`src/rtl/uart_xcvr_pkg.sv`:
```
package uart_xcvr_pkg;
    typedef enum logic [1:0] {
        LS_IDLE  = 2'd0,
        LS_START = 2'd1,
        LS_DATA  = 2'd2,
        LS_STOP  = 2'd3
    } line_state_e;
endpackage

```
`src/rtl/uart_sync.sv`:
```
module uart_sync #(
    parameter int STAGES = 2
) (
    input  logic clk,
    input  logic rst_n,
    input  logic d_in,
    output logic d_out
);
    logic [STAGES-1:0] chain_d, chain_q;

    always_comb begin
        chain_d = {chain_q[STAGES-2:0], d_in};
    end

    always_ff @(posedge clk or negedge rst_n) begin
        if (!rst_n) chain_q <= '1;
        else        chain_q <= chain_d;
    end

    assign d_out = chain_q[STAGES-1];
endmodule

```
`src/rtl/uart_tx.sv`:
```
module uart_tx
    import uart_xcvr_pkg::*;
#(
    parameter int DIV_W  = 16,
    parameter int DATA_W = 8,
    parameter int NB_W   = 4,
    parameter int NS_W   = 2
) (
    input  logic              clk,
    input  logic              rst_n,
    input  logic [DIV_W-1:0]  div,
    input  logic [NB_W-1:0]   nbits,
    input  logic [NS_W-1:0]   nstop,
    input  logic              req,
    input  logic [DATA_W-1:0] data,
    output logic              ack,
    output logic              line
);
    localparam logic [DIV_W-1:0] ONE_D = 1;
    localparam logic [NB_W-1:0]  ONE_B = 1;
    localparam logic [NS_W-1:0]  ONE_S = 1;

    typedef struct packed {
        line_state_e       state;
        logic [DIV_W-1:0]  cnt;
        logic [DIV_W-1:0]  dv;
        logic [DATA_W-1:0] sh;
        logic [NB_W-1:0]   bits;
        logic [NS_W-1:0]   stops;
        logic              line;
        logic              ack;
    } tx_st_t;

    tx_st_t st_d, st_q;

    always_comb begin
        st_d     = st_q;
        st_d.ack = 1'b0;
        unique case (st_q.state)
            LS_IDLE: begin
                st_d.line = 1'b1;
                if (req && !st_q.ack) begin
                    st_d.state = LS_START;
                    st_d.sh    = data;
                    st_d.bits  = nbits - ONE_B;
                    st_d.stops = nstop - ONE_S;
                    st_d.dv    = div;
                    st_d.cnt   = div - ONE_D;
                    st_d.line  = 1'b0;
                    st_d.ack   = 1'b1;
                end
            end
            LS_START: begin
                if (st_q.cnt != '0) begin
                    st_d.cnt = st_q.cnt - ONE_D;
                end else begin
                    st_d.state = LS_DATA;
                    st_d.line  = st_q.sh[0];
                    st_d.sh    = st_q.sh >> 1;
                    st_d.cnt   = st_q.dv - ONE_D;
                end
            end
            LS_DATA: begin
                if (st_q.cnt != '0) begin
                    st_d.cnt = st_q.cnt - ONE_D;
                end else if (st_q.bits == '0) begin
                    st_d.state = LS_STOP;
                    st_d.line  = 1'b1;
                    st_d.cnt   = st_q.dv - ONE_D;
                end else begin
                    st_d.bits = st_q.bits - ONE_B;
                    st_d.line = st_q.sh[0];
                    st_d.sh   = st_q.sh >> 1;
                    st_d.cnt  = st_q.dv - ONE_D;
                end
            end
            LS_STOP: begin
                if (st_q.cnt != '0) begin
                    st_d.cnt = st_q.cnt - ONE_D;
                end else if (st_q.stops == '0) begin
                    st_d.state = LS_IDLE;
                end else begin
                    st_d.stops = st_q.stops - ONE_S;
                    st_d.cnt   = st_q.dv - ONE_D;
                end
            end
            default: st_d.state = LS_IDLE;
        endcase
    end

    always_ff @(posedge clk or negedge rst_n) begin
        if (!rst_n) begin
            st_q       <= '0;
            st_q.state <= LS_IDLE;
            st_q.line  <= 1'b1;
        end else begin
            st_q <= st_d;
        end
    end

    assign ack  = st_q.ack;
    assign line = st_q.line;
endmodule

```
`src/rtl/uart_rx.sv`:
```
module uart_rx
    import uart_xcvr_pkg::*;
#(
    parameter int DIV_W  = 16,
    parameter int DATA_W = 8,
    parameter int NB_W   = 4
) (
    input  logic              clk,
    input  logic              rst_n,
    input  logic              line,
    input  logic [DIV_W-1:0]  div,
    input  logic [NB_W-1:0]   nbits,
    output logic              req,
    output logic [DATA_W-1:0] data,
    input  logic              ack
);
    localparam logic [DIV_W-1:0] ONE_D = 1;
    localparam logic [NB_W-1:0]  ONE_B = 1;

    typedef struct packed {
        line_state_e       state;
        logic [DIV_W-1:0]  cnt;
        logic [DIV_W-1:0]  dv;
        logic [DATA_W-1:0] sh;
        logic [NB_W-1:0]   bits;
        logic [NB_W-1:0]   nb;
        logic              req;
        logic [DATA_W-1:0] data;
    } rx_st_t;

    rx_st_t st_d, st_q;

    always_comb begin
        st_d = st_q;
        if (st_q.req && ack) st_d.req = 1'b0;
        unique case (st_q.state)
            LS_IDLE: begin
                if (!line) begin
                    st_d.state = LS_START;
                    st_d.dv    = div;
                    st_d.nb    = nbits;
                    st_d.bits  = nbits - ONE_B;
                    st_d.cnt   = (div >> 1) - ONE_D;
                end
            end
            LS_START: begin
                if (st_q.cnt != '0) begin
                    st_d.cnt = st_q.cnt - ONE_D;
                end else if (line) begin
                    st_d.state = LS_IDLE;
                end else begin
                    st_d.state = LS_DATA;
                    st_d.sh    = '0;
                    st_d.cnt   = st_q.dv - ONE_D;
                end
            end
            LS_DATA: begin
                if (st_q.cnt != '0) begin
                    st_d.cnt = st_q.cnt - ONE_D;
                end else begin
                    st_d.sh  = {line, st_q.sh[DATA_W-1:1]};
                    st_d.cnt = st_q.dv - ONE_D;
                    if (st_q.bits == '0) st_d.state = LS_STOP;
                    else                 st_d.bits  = st_q.bits - ONE_B;
                end
            end
            LS_STOP: begin
                if (st_q.cnt != '0) begin
                    st_d.cnt = st_q.cnt - ONE_D;
                end else begin
                    st_d.state = LS_IDLE;
                    if (line && !st_q.req) begin
                        st_d.req  = 1'b1;
                        st_d.data = st_q.sh >> (DATA_W - int'(st_q.nb));
                    end
                end
            end
            default: st_d.state = LS_IDLE;
        endcase
    end

    always_ff @(posedge clk or negedge rst_n) begin
        if (!rst_n) begin
            st_q       <= '0;
            st_q.state <= LS_IDLE;
        end else begin
            st_q <= st_d;
        end
    end

    assign req  = st_q.req;
    assign data = st_q.data;
endmodule

```
`src/rtl/uart_xcvr.sv`:
```
module uart_xcvr #(
    parameter int DIV_W       = 16,
    parameter int DATA_W      = 8,
    parameter int NB_W        = 4,
    parameter int NS_W        = 2,
    parameter int SYNC_STAGES = 2,
    parameter int DEF_DIV     = 5208,
    parameter int DEF_NBITS   = 8,
    parameter int DEF_NSTOP   = 1,
    parameter int MIN_DIV     = 4
) (
    input  logic              clk,
    input  logic              rst_n,
    input  logic              ser_in,
    output logic              ser_out,
    input  logic              loop_en,
    input  logic [DIV_W-1:0]  cfg_div,
    input  logic [NB_W-1:0]   cfg_nbits,
    input  logic [NS_W-1:0]   cfg_nstop,
    output logic              rx_req,
    output logic [DATA_W-1:0] rx_data,
    input  logic              rx_ack,
    input  logic              tx_req,
    input  logic [DATA_W-1:0] tx_byte,
    output logic              tx_ack
);
    localparam logic [DIV_W-1:0] DEF_DIV_L = DIV_W'(DEF_DIV);
    localparam logic [DIV_W-1:0] MIN_DIV_L = DIV_W'(MIN_DIV);
    localparam logic [NB_W-1:0]  DEF_NB_L  = NB_W'(DEF_NBITS);
    localparam logic [NB_W-1:0]  MAX_NB_L  = NB_W'(DATA_W);
    localparam logic [NS_W-1:0]  DEF_NS_L  = NS_W'(DEF_NSTOP);

    logic [DIV_W-1:0] eff_div;
    logic [NB_W-1:0]  eff_nb;
    logic [NS_W-1:0]  eff_ns;
    logic             tx_line, rx_raw, rx_line;

    always_comb begin
        if (cfg_div == '0)            eff_div = DEF_DIV_L;
        else if (cfg_div < MIN_DIV_L) eff_div = MIN_DIV_L;
        else                          eff_div = cfg_div;

        if (cfg_nbits == '0)           eff_nb = DEF_NB_L;
        else if (cfg_nbits > MAX_NB_L) eff_nb = MAX_NB_L;
        else                           eff_nb = cfg_nbits;

        eff_ns = (cfg_nstop == '0) ? DEF_NS_L : cfg_nstop;
    end

    assign rx_raw  = loop_en ? tx_line : ser_in;
    assign ser_out = tx_line;

    uart_sync #(.STAGES(SYNC_STAGES)) sync_i (
        .clk   (clk),
        .rst_n (rst_n),
        .d_in  (rx_raw),
        .d_out (rx_line)
    );

    uart_tx #(.DIV_W(DIV_W), .DATA_W(DATA_W), .NB_W(NB_W), .NS_W(NS_W)) tx_i (
        .clk   (clk),
        .rst_n (rst_n),
        .div   (eff_div),
        .nbits (eff_nb),
        .nstop (eff_ns),
        .req   (tx_req),
        .data  (tx_byte),
        .ack   (tx_ack),
        .line  (tx_line)
    );

    uart_rx #(.DIV_W(DIV_W), .DATA_W(DATA_W), .NB_W(NB_W)) rx_i (
        .clk   (clk),
        .rst_n (rst_n),
        .line  (rx_line),
        .div   (eff_div),
        .nbits (eff_nb),
        .req   (rx_req),
        .data  (rx_data),
        .ack   (rx_ack)
    );
endmodule

```
`config.mk`:
```
export PLATFORM = sky130hd
export DESIGN_NAME = uart_xcvr
export DESIGN_NICKNAME = d
export VERILOG_FILES = /design/src/rtl/uart_xcvr_pkg.sv /design/src/rtl/uart_sync.sv /design/src/rtl/uart_tx.sv /design/src/rtl/uart_rx.sv /design/src/rtl/uart_xcvr.sv
export SDC_FILE = /design/constraint.sdc
export NUM_CORES = 1
export LEC_CHECK = 0
export BUFFER_PORTS_ARGS = -buffer_cell sky130_fd_sc_hd__buf_2
export CAP_MARGIN = 20
export CORE_ASPECT_RATIO = 2
export CORE_MARGIN = 3
export CORE_UTILIZATION = 58
export DETAILED_ROUTE_END_ITERATION = 12
export GPL_TIMING_DRIVEN = 1
export PLACE_DENSITY = 0.87
export SYNTH_ARGS = -nofsm -noshare
export SYNTH_HDL_FRONTEND = slang
export SYNTH_HIERARCHICAL = 1
export SYNTH_SLANG_ARGS = --single-unit
```
`constraint.sdc`:
```
create_clock -name clk -period 2.9 [get_ports clk]
set_input_delay 0.29 -clock clk [delete_from_list [all_inputs] [get_ports clk]]
set_output_delay 0.29 -clock clk [all_outputs]
set_load 0.1 [all_outputs]
```
## After elaboration in Yosys (flattened, before gate mapping)

Index checks and enable logic that the tools add are counted.

| operators by class | value |
|---|---|
| add/sub/neg operators | 12 |
| magnitude comparators | 2 |
| equal/unequal tests | 24 |
| shift-type cells | 1 |
| multiplexer cells | 51 |
| bitwise operators | 2 |
| reduce and logical (&&, ||, !) cells | 33 |

Operators by type and width:

| cell | count |
|---|---|
| two-way mux 16 bit | 9 |
| case mux 18 bit (4 select lines) | 2 |
| subtractor 16 x 1 -> 16 bit (second input constant) | 5 |
| two-way mux 50 bit | 1 |
| two-way mux 12 bit | 3 |
| two-way mux 34 bit | 1 |
| two-way mux 8 bit | 4 |
| nonzero test 16 bit | 2 |
| right shift 8 x 32 -> 8 bit | 1 |
| two-way mux 9 bit | 3 |
| two-way mux 2 bit | 13 |
| case mux 8 bit (3 select lines) | 1 |
| inequality test 2 bit (second input constant) | 11 |
| zero test 16 bit | 1 |
| less-than comparator 16 x 3 -> 1 bit (second input constant) | 1 |
| case mux 4 bit (2 select lines) | 2 |
| case mux 8 bit (2 select lines) | 1 |
| AND reduction 4 bit | 4 |
| subtractor 15 x 1 -> 16 bit (second input constant) | 1 |
| zero test 4 bit | 3 |
| two-way mux 4 bit | 3 |
| subtractor 4 x 1 -> 4 bit (second input constant) | 3 |
| inequality test 2 x 1 -> 1 bit (second input constant) | 5 |
| AND reduction 5 bit | 2 |
| 18 further kinds | 43 |

| storage, ports and cells | value |
|---|---|
| flip-flop bits (word level) | 111 |
| bits of input ports | 36 |
| output and inout bits | 11 |
| word-level logic and storage cells | 142 |

## Depth between registers and ports, before layout

| depth | value |
|---|---|
| word-level depth | 6 |
| gate-level depth with buffers | 12 |
| gate-level depth less buffers | 11 |

## Modules after synthesis

The synthesis kept the hierarchy.

By module, submodules not included:

| module | times used | cells an instance | area each (µm²) |
|---|---|---|---|
| uart_rx | 1 | 471 | 3,902.5 |
| uart_tx | 1 | 414 | 3,482.1 |
| uart_xcvr | 1 | 31 | 220.2 |
| uart_sync | 1 | 2 | 52.6 |

## Worst setup path after synthesis

OpenSTA, ideal clock, no wires.

| timing | value |
|---|---|
| kind | input port to flip-flop |
| from | in cfg_div[14] |
| to | reg tx_i/st_q[44] (netlist name) |
| library setup time | 0.086 ns |
| data arrival time | 2.609 ns |
| required time | 2.814 ns |
| setup slack | 0.205 ns |
| cell stages on the path | 11 |
| buffers on the path | 0 |
| cell sequence | nor4_2 > nand4_2 > and2_2 > inv_1 > ha_1 > or4b_1 > nor3_2 > xor2_1 > o21ai_0 > a31o_2 > a32oi_1 |

| between the ends | value |
|---|---|
| cells in the longest elaborated chain, start to end | 6 |
| elaborated cells between the ends (all ways) | 7 |
| classes of those cells | 1 x add/sub; 1 x order compare; 4 x mux; 1 x reduce/logical |

Ends and longest elaborated chain:

| item | RTL line | text |
|---|---|---|
| start: declaration | uart_xcvr.sv:17 | `input logic [DIV_W-1:0] cfg_div,` |
| less-than comparator 16 x 3 -> 1 bit | uart_xcvr.sv:40 | `else if (cfg_div < MIN_DIV_L) eff_div = MIN_DIV_L;` |
| two-way mux 16 bit | uart_xcvr.sv:40 |  |
| two-way mux 16 bit * | uart_xcvr.sv:39 | `if (cfg_div == '0) eff_div = DEF_DIV_L;` |
| net eff_div[1] | uart_xcvr.sv:33 | `logic [DIV_W-1:0] eff_div;` |
| subtractor 16 x 1 -> 16 bit * | uart_tx.sv:48 | `st_d.cnt = div - ONE_D;` |
| two-way mux 50 bit * | uart_tx.sv:42 | `if (req && !st_q.ack) begin` |
| case mux 18 bit (4 select lines) * | uart_tx.sv:39 | `unique case (st_q.state)` |
| end signal: assignment | uart_tx.sv:97 | `st_q <= st_d;` |
| end: declaration | uart_tx.sv:34 | `tx_st_t st_d, st_q;` |

The timed path passes the listed nets; every way through them passes the cells marked *. The select of a mux whose other input is x is not followed.
A chain may end at the register's enable or synchronous reset.

## Final worst setup path

| timing | value |
|---|---|
| from | reg tx_i/st_q[38] (netlist name) |
| to | reg tx_i/st_q[44] (netlist name) |

| between the ends | value |
|---|---|
| cells in the longest elaborated chain, start to end | 3 |
| elaborated cells between the ends (all ways) | 7 |
| classes of those cells | 1 x add/sub; 1 x eq/ne; 3 x mux; 2 x reduce/logical |

Ends and longest elaborated chain:

| item | RTL line | text |
|---|---|---|
| subtractor 16 x 1 -> 16 bit / nonzero test 16 bit (equally long branches) | - |  |
| two-way mux 16 bit (tied with other cells) | uart_tx.sv:78 | `if (st_q.cnt != '0) begin` |
| case mux 18 bit (4 select lines) / AND reduction 2 bit (equally long branches) | - |  |

Several ways; a longest one is shown, not always the timed one.

==> reports/results.tsv <==
stage	metric	value	unit
clock_tree	Post-CTS Setup Inserts	0	
layout	layout cells sized above 1	0.194	
place	placed wire-length estimate	16.7	mm
grt	GRT Util Overall	0.320	
layout	FF+latch area	2780	um2
routing	vias post-DR	7564	
grt	GR met3 Demand/Resource	0.0521	
sta	hold_ws	0.107	ns
sta	Layout Skew	0.0121	ns
layout	multi-input logic area	4480	um2
floorplanning	Die Area	14700	um2
grt	grt peak-use layer	met2	
synth	Syn Inst Count	918	
synth	top post-synthesis cells by area	dfrtp_1, nand2_1, o21ai_0	
synth	area leader, netlist	dfrtp_1	
synth	register area share after synthesis	0.363	
synth	register bit total from synthesis	111	
power	post-route total power	7.04	mW
routing	vias per inst	6.61	
sta	Worst Max-Slew Pin Slew	0.753	ns
layout	fin cells	1145	
grt	largest net degree at the start of global routing	62	
clock_tree	CTS tree	yes	
critical_path	critical path peak fanout	5	
floorplanning	Starting Density	0.600	
routing	number of DRC markers in iteration 0	621	
clock_tree	H-Tree Depth	3	
place	placed cells	1128	
flow_run	max_cap viols	0	
routing	# DRC	0	
clock_tree	Root Driver	clkbuf_16	
power	PwrDens	807	nW/um2
power	Pleak	3.76	nW
sta	fmax	366	MHz
place	port bufs	46	
place	pre-CTS setup slack	-0.202	ns
synth	Ys Warns	6	
routing	WL/cell	19.8	um
floorplanning	# IOs	47	
sta	Slew Limit Fails	0	
grt	vias in the first global route	7721	
critical_path	Worst path slowest cell	dfrtp_1	
synth	Post-Syn Area	7660	um2
sta	relative slew slack	0.497	
floorplanning	core region area	12800	um2
sta	fin crit share	0.942	
clock_tree	Clock transition at path regs	0.08	ns
critical_path	Cell Chain, Critical Path	nor4_4, nand2_1, nor2_2, a21oi_1, ha_2, nor2b_1, nand4b_1, a2111oi_0, a21oi_1, a31o_2, a32oi_1	
floorplanning	cell row count	58	
power	Peak VDD IR	0.000520	V
synth	Post-Syn Nets	969	
clock_tree	CTS Buf Count	9	
critical_path	CP Capture Type	register	
synth	post-synthesis cell type count	80	
place	GP Congestion	0.987	
clock_tree	clk sinks	111	
grt	total global routing overflow	0	
synth	Async S/R FF share, synth	1.00	
synth	top cells by count, synth	nand2_1, dfrtp_1, o21ai_0	
critical_path	Critical Setup Path Class	register to register	
routing	Pre-antenna DRT Iters	5	
status	outcome	complete, no violations	
critical_path	crit path DAT	3.01	ns
routing	antenna viol nets, final	0	
synth	Main synth FF type	dfrtp_1	
grt	first-pass GRT wire length	37.2	mm
critical_path	startpoint class of the critical path	register	
synth	number of synthesized flops with an enable pin	0	
layout	Fill cells	1029	
critical_path	max incr delay on CP	0.50	ns
synth	Yosys top cell area share	0.353	
clock_tree	CTS max path bufs	2	
sta	final setup fails	0	
grt	met1 usage	0.324	
layout	Layout area overhead	13.8	%
sta	Final Hold Viols	0	
sta	Setup WS post-layout	0.169	ns
floorplanning	die width	87.2	um
layout	NumNets Final	1041	
synth	syn avg cell area	8.34	um2
routing	WL final	22.7	mm
critical_path	Data required, critical path	3.18	ns
clock_tree	clk_lat worst skew	0.36	ns
grt	GR Layer Usage met2	0.555	
grt	initial antenna violation count	0	
floorplanning	die extent in y	168	um
synth	most common cell in the synthesized netlist	nand2_1	
critical_path	CP most frequent cell	a21oi_1	
sta	setup repair after global routing missed its margin	no	
layout	Inserted Diodes	0	
hold_path	worst hold path class	input port to register	
sta	Final Critical Period	2.73	ns
## where the power goes
part	internal (mW)	leakage [nW]	switching (mW)
combinational	1.31	2.22	1.89
clock	0.702	0.156	0.653
sequential	1.97	1.39	0.501
total	3.99	3.76	3.05
## what timing repair did
item / in CTS / in global routing
resized for setup: 0 / 5
hold buffers: 1 / 0
endpoints found under the setup margin: 0 / 6
endpoints found under the hold margin: 45 / 0
## metal layers
layer | vias up | wire (um)
met4 | 0 | 1900
met2 | 408 | 12000
met5 | - | 0
li1 | 3435 | -
met3 | 139 | 1340
met1 | 3582 | 7420
## metrics by stage
step | area, um2 | util | setup TNS (ns)
global placement | 8360 | 0.655 | -0.245
CTS | 8700 | 0.681 | 0
detailed placement | 8360 | 0.655 | -0.368
floorplan | 7660 | - | 0
finish | 8720 | 0.682 | 0
global route | 8720 | 0.682 | 0
## critical path: cells and delay by family, from the launching register on
kind / cells / cell delay [ns]
AO/OA/AOI/OAI: 5 / 1.13
flip-flops: 1 / 0.50
adder cells (fa/ha/maj): 1 / 0.29
AND/OR/NAND/NOR: 5 / 0.73
## sequential cells by signal, indices dropped and copies added, names as in the netlist, named ones only
| signal | count |
|---|---|
| rx_i/req | 1 |
| rx_i/st_q | 49 |
| rx_i/data | 8 |
| sync_i/chain_q | 2 |
| tx_i/st_q | 48 |
| tx_i/line | 1 |
| tx_i/ack | 1 |
## cell type report
class,count,area share
sequential,111,0.319
inverter,35,0.0151
timing repair buffer,121,0.0930
clock buffer,9,0.0258
multi-input combinational,712,0.514
tap,150,0.0215
clock inverter,7,0.0116
## cells in the final DEF (no fill, tap or decap), types with 12 or more instances in the layout
cell	count
nand3_1	24
a31oi_1	14
nor2_1	49
nor3_1	45
nand2_1	155
xor2_1	30
buf_4	74
mux2i_1	18
o21ai_0	57
xnor2_1	26
a21oi_1	43
nor4_1	15
nor2b_1	12
mux2_2	15
dfrtp_1	108
ha_1	14
o22ai_1	16
inv_1	34
buf_2	45
## worst paths after layout
path / from / endpoint / slack, ns / cells past startpoint
min in group asynchronous: rst_n / rx_i/data[6]$_DFFE_PN0P_ / 0.50 / 2
worst min register to register: sync_i/chain_q[0]$_DFF_PN1_ / sync_i/chain_q[1]$_DFF_PN1_ / 0.36 / 0
worst min-delay path: rx_ack / rx_i/req$_DFF_PN0_ / 0.11 / 2
max in group asynchronous: rst_n / tx_i/st_q[26]$_DFFE_PN0P_ / 1.61 / 3
worst max register to register: tx_i/st_q[38]$_DFFE_PN0P_ / tx_i/st_q[44]$_DFFE_PN0P_ / 0.17 / 11
worst max-delay path: tx_i/st_q[38]$_DFFE_PN0P_ / tx_i/st_q[44]$_DFFE_PN0P_ / 0.17 / 11
## cells by family after synthesis
| kind of cell | count (synthesis) | share of synthesized area |
|---|---|---|
| compound gates | 228 | 0.199 |
| flops | 111 | 0.363 |
| fa+ha+maj | 15 | 0.0245 |
| mux | 33 | 0.0456 |
| simple gates | 380 | 0.249 |
| buf+inv | 95 | 0.0547 |
| xor+xnor | 56 | 0.0641 |
Power figures use the tool's default switching activity.
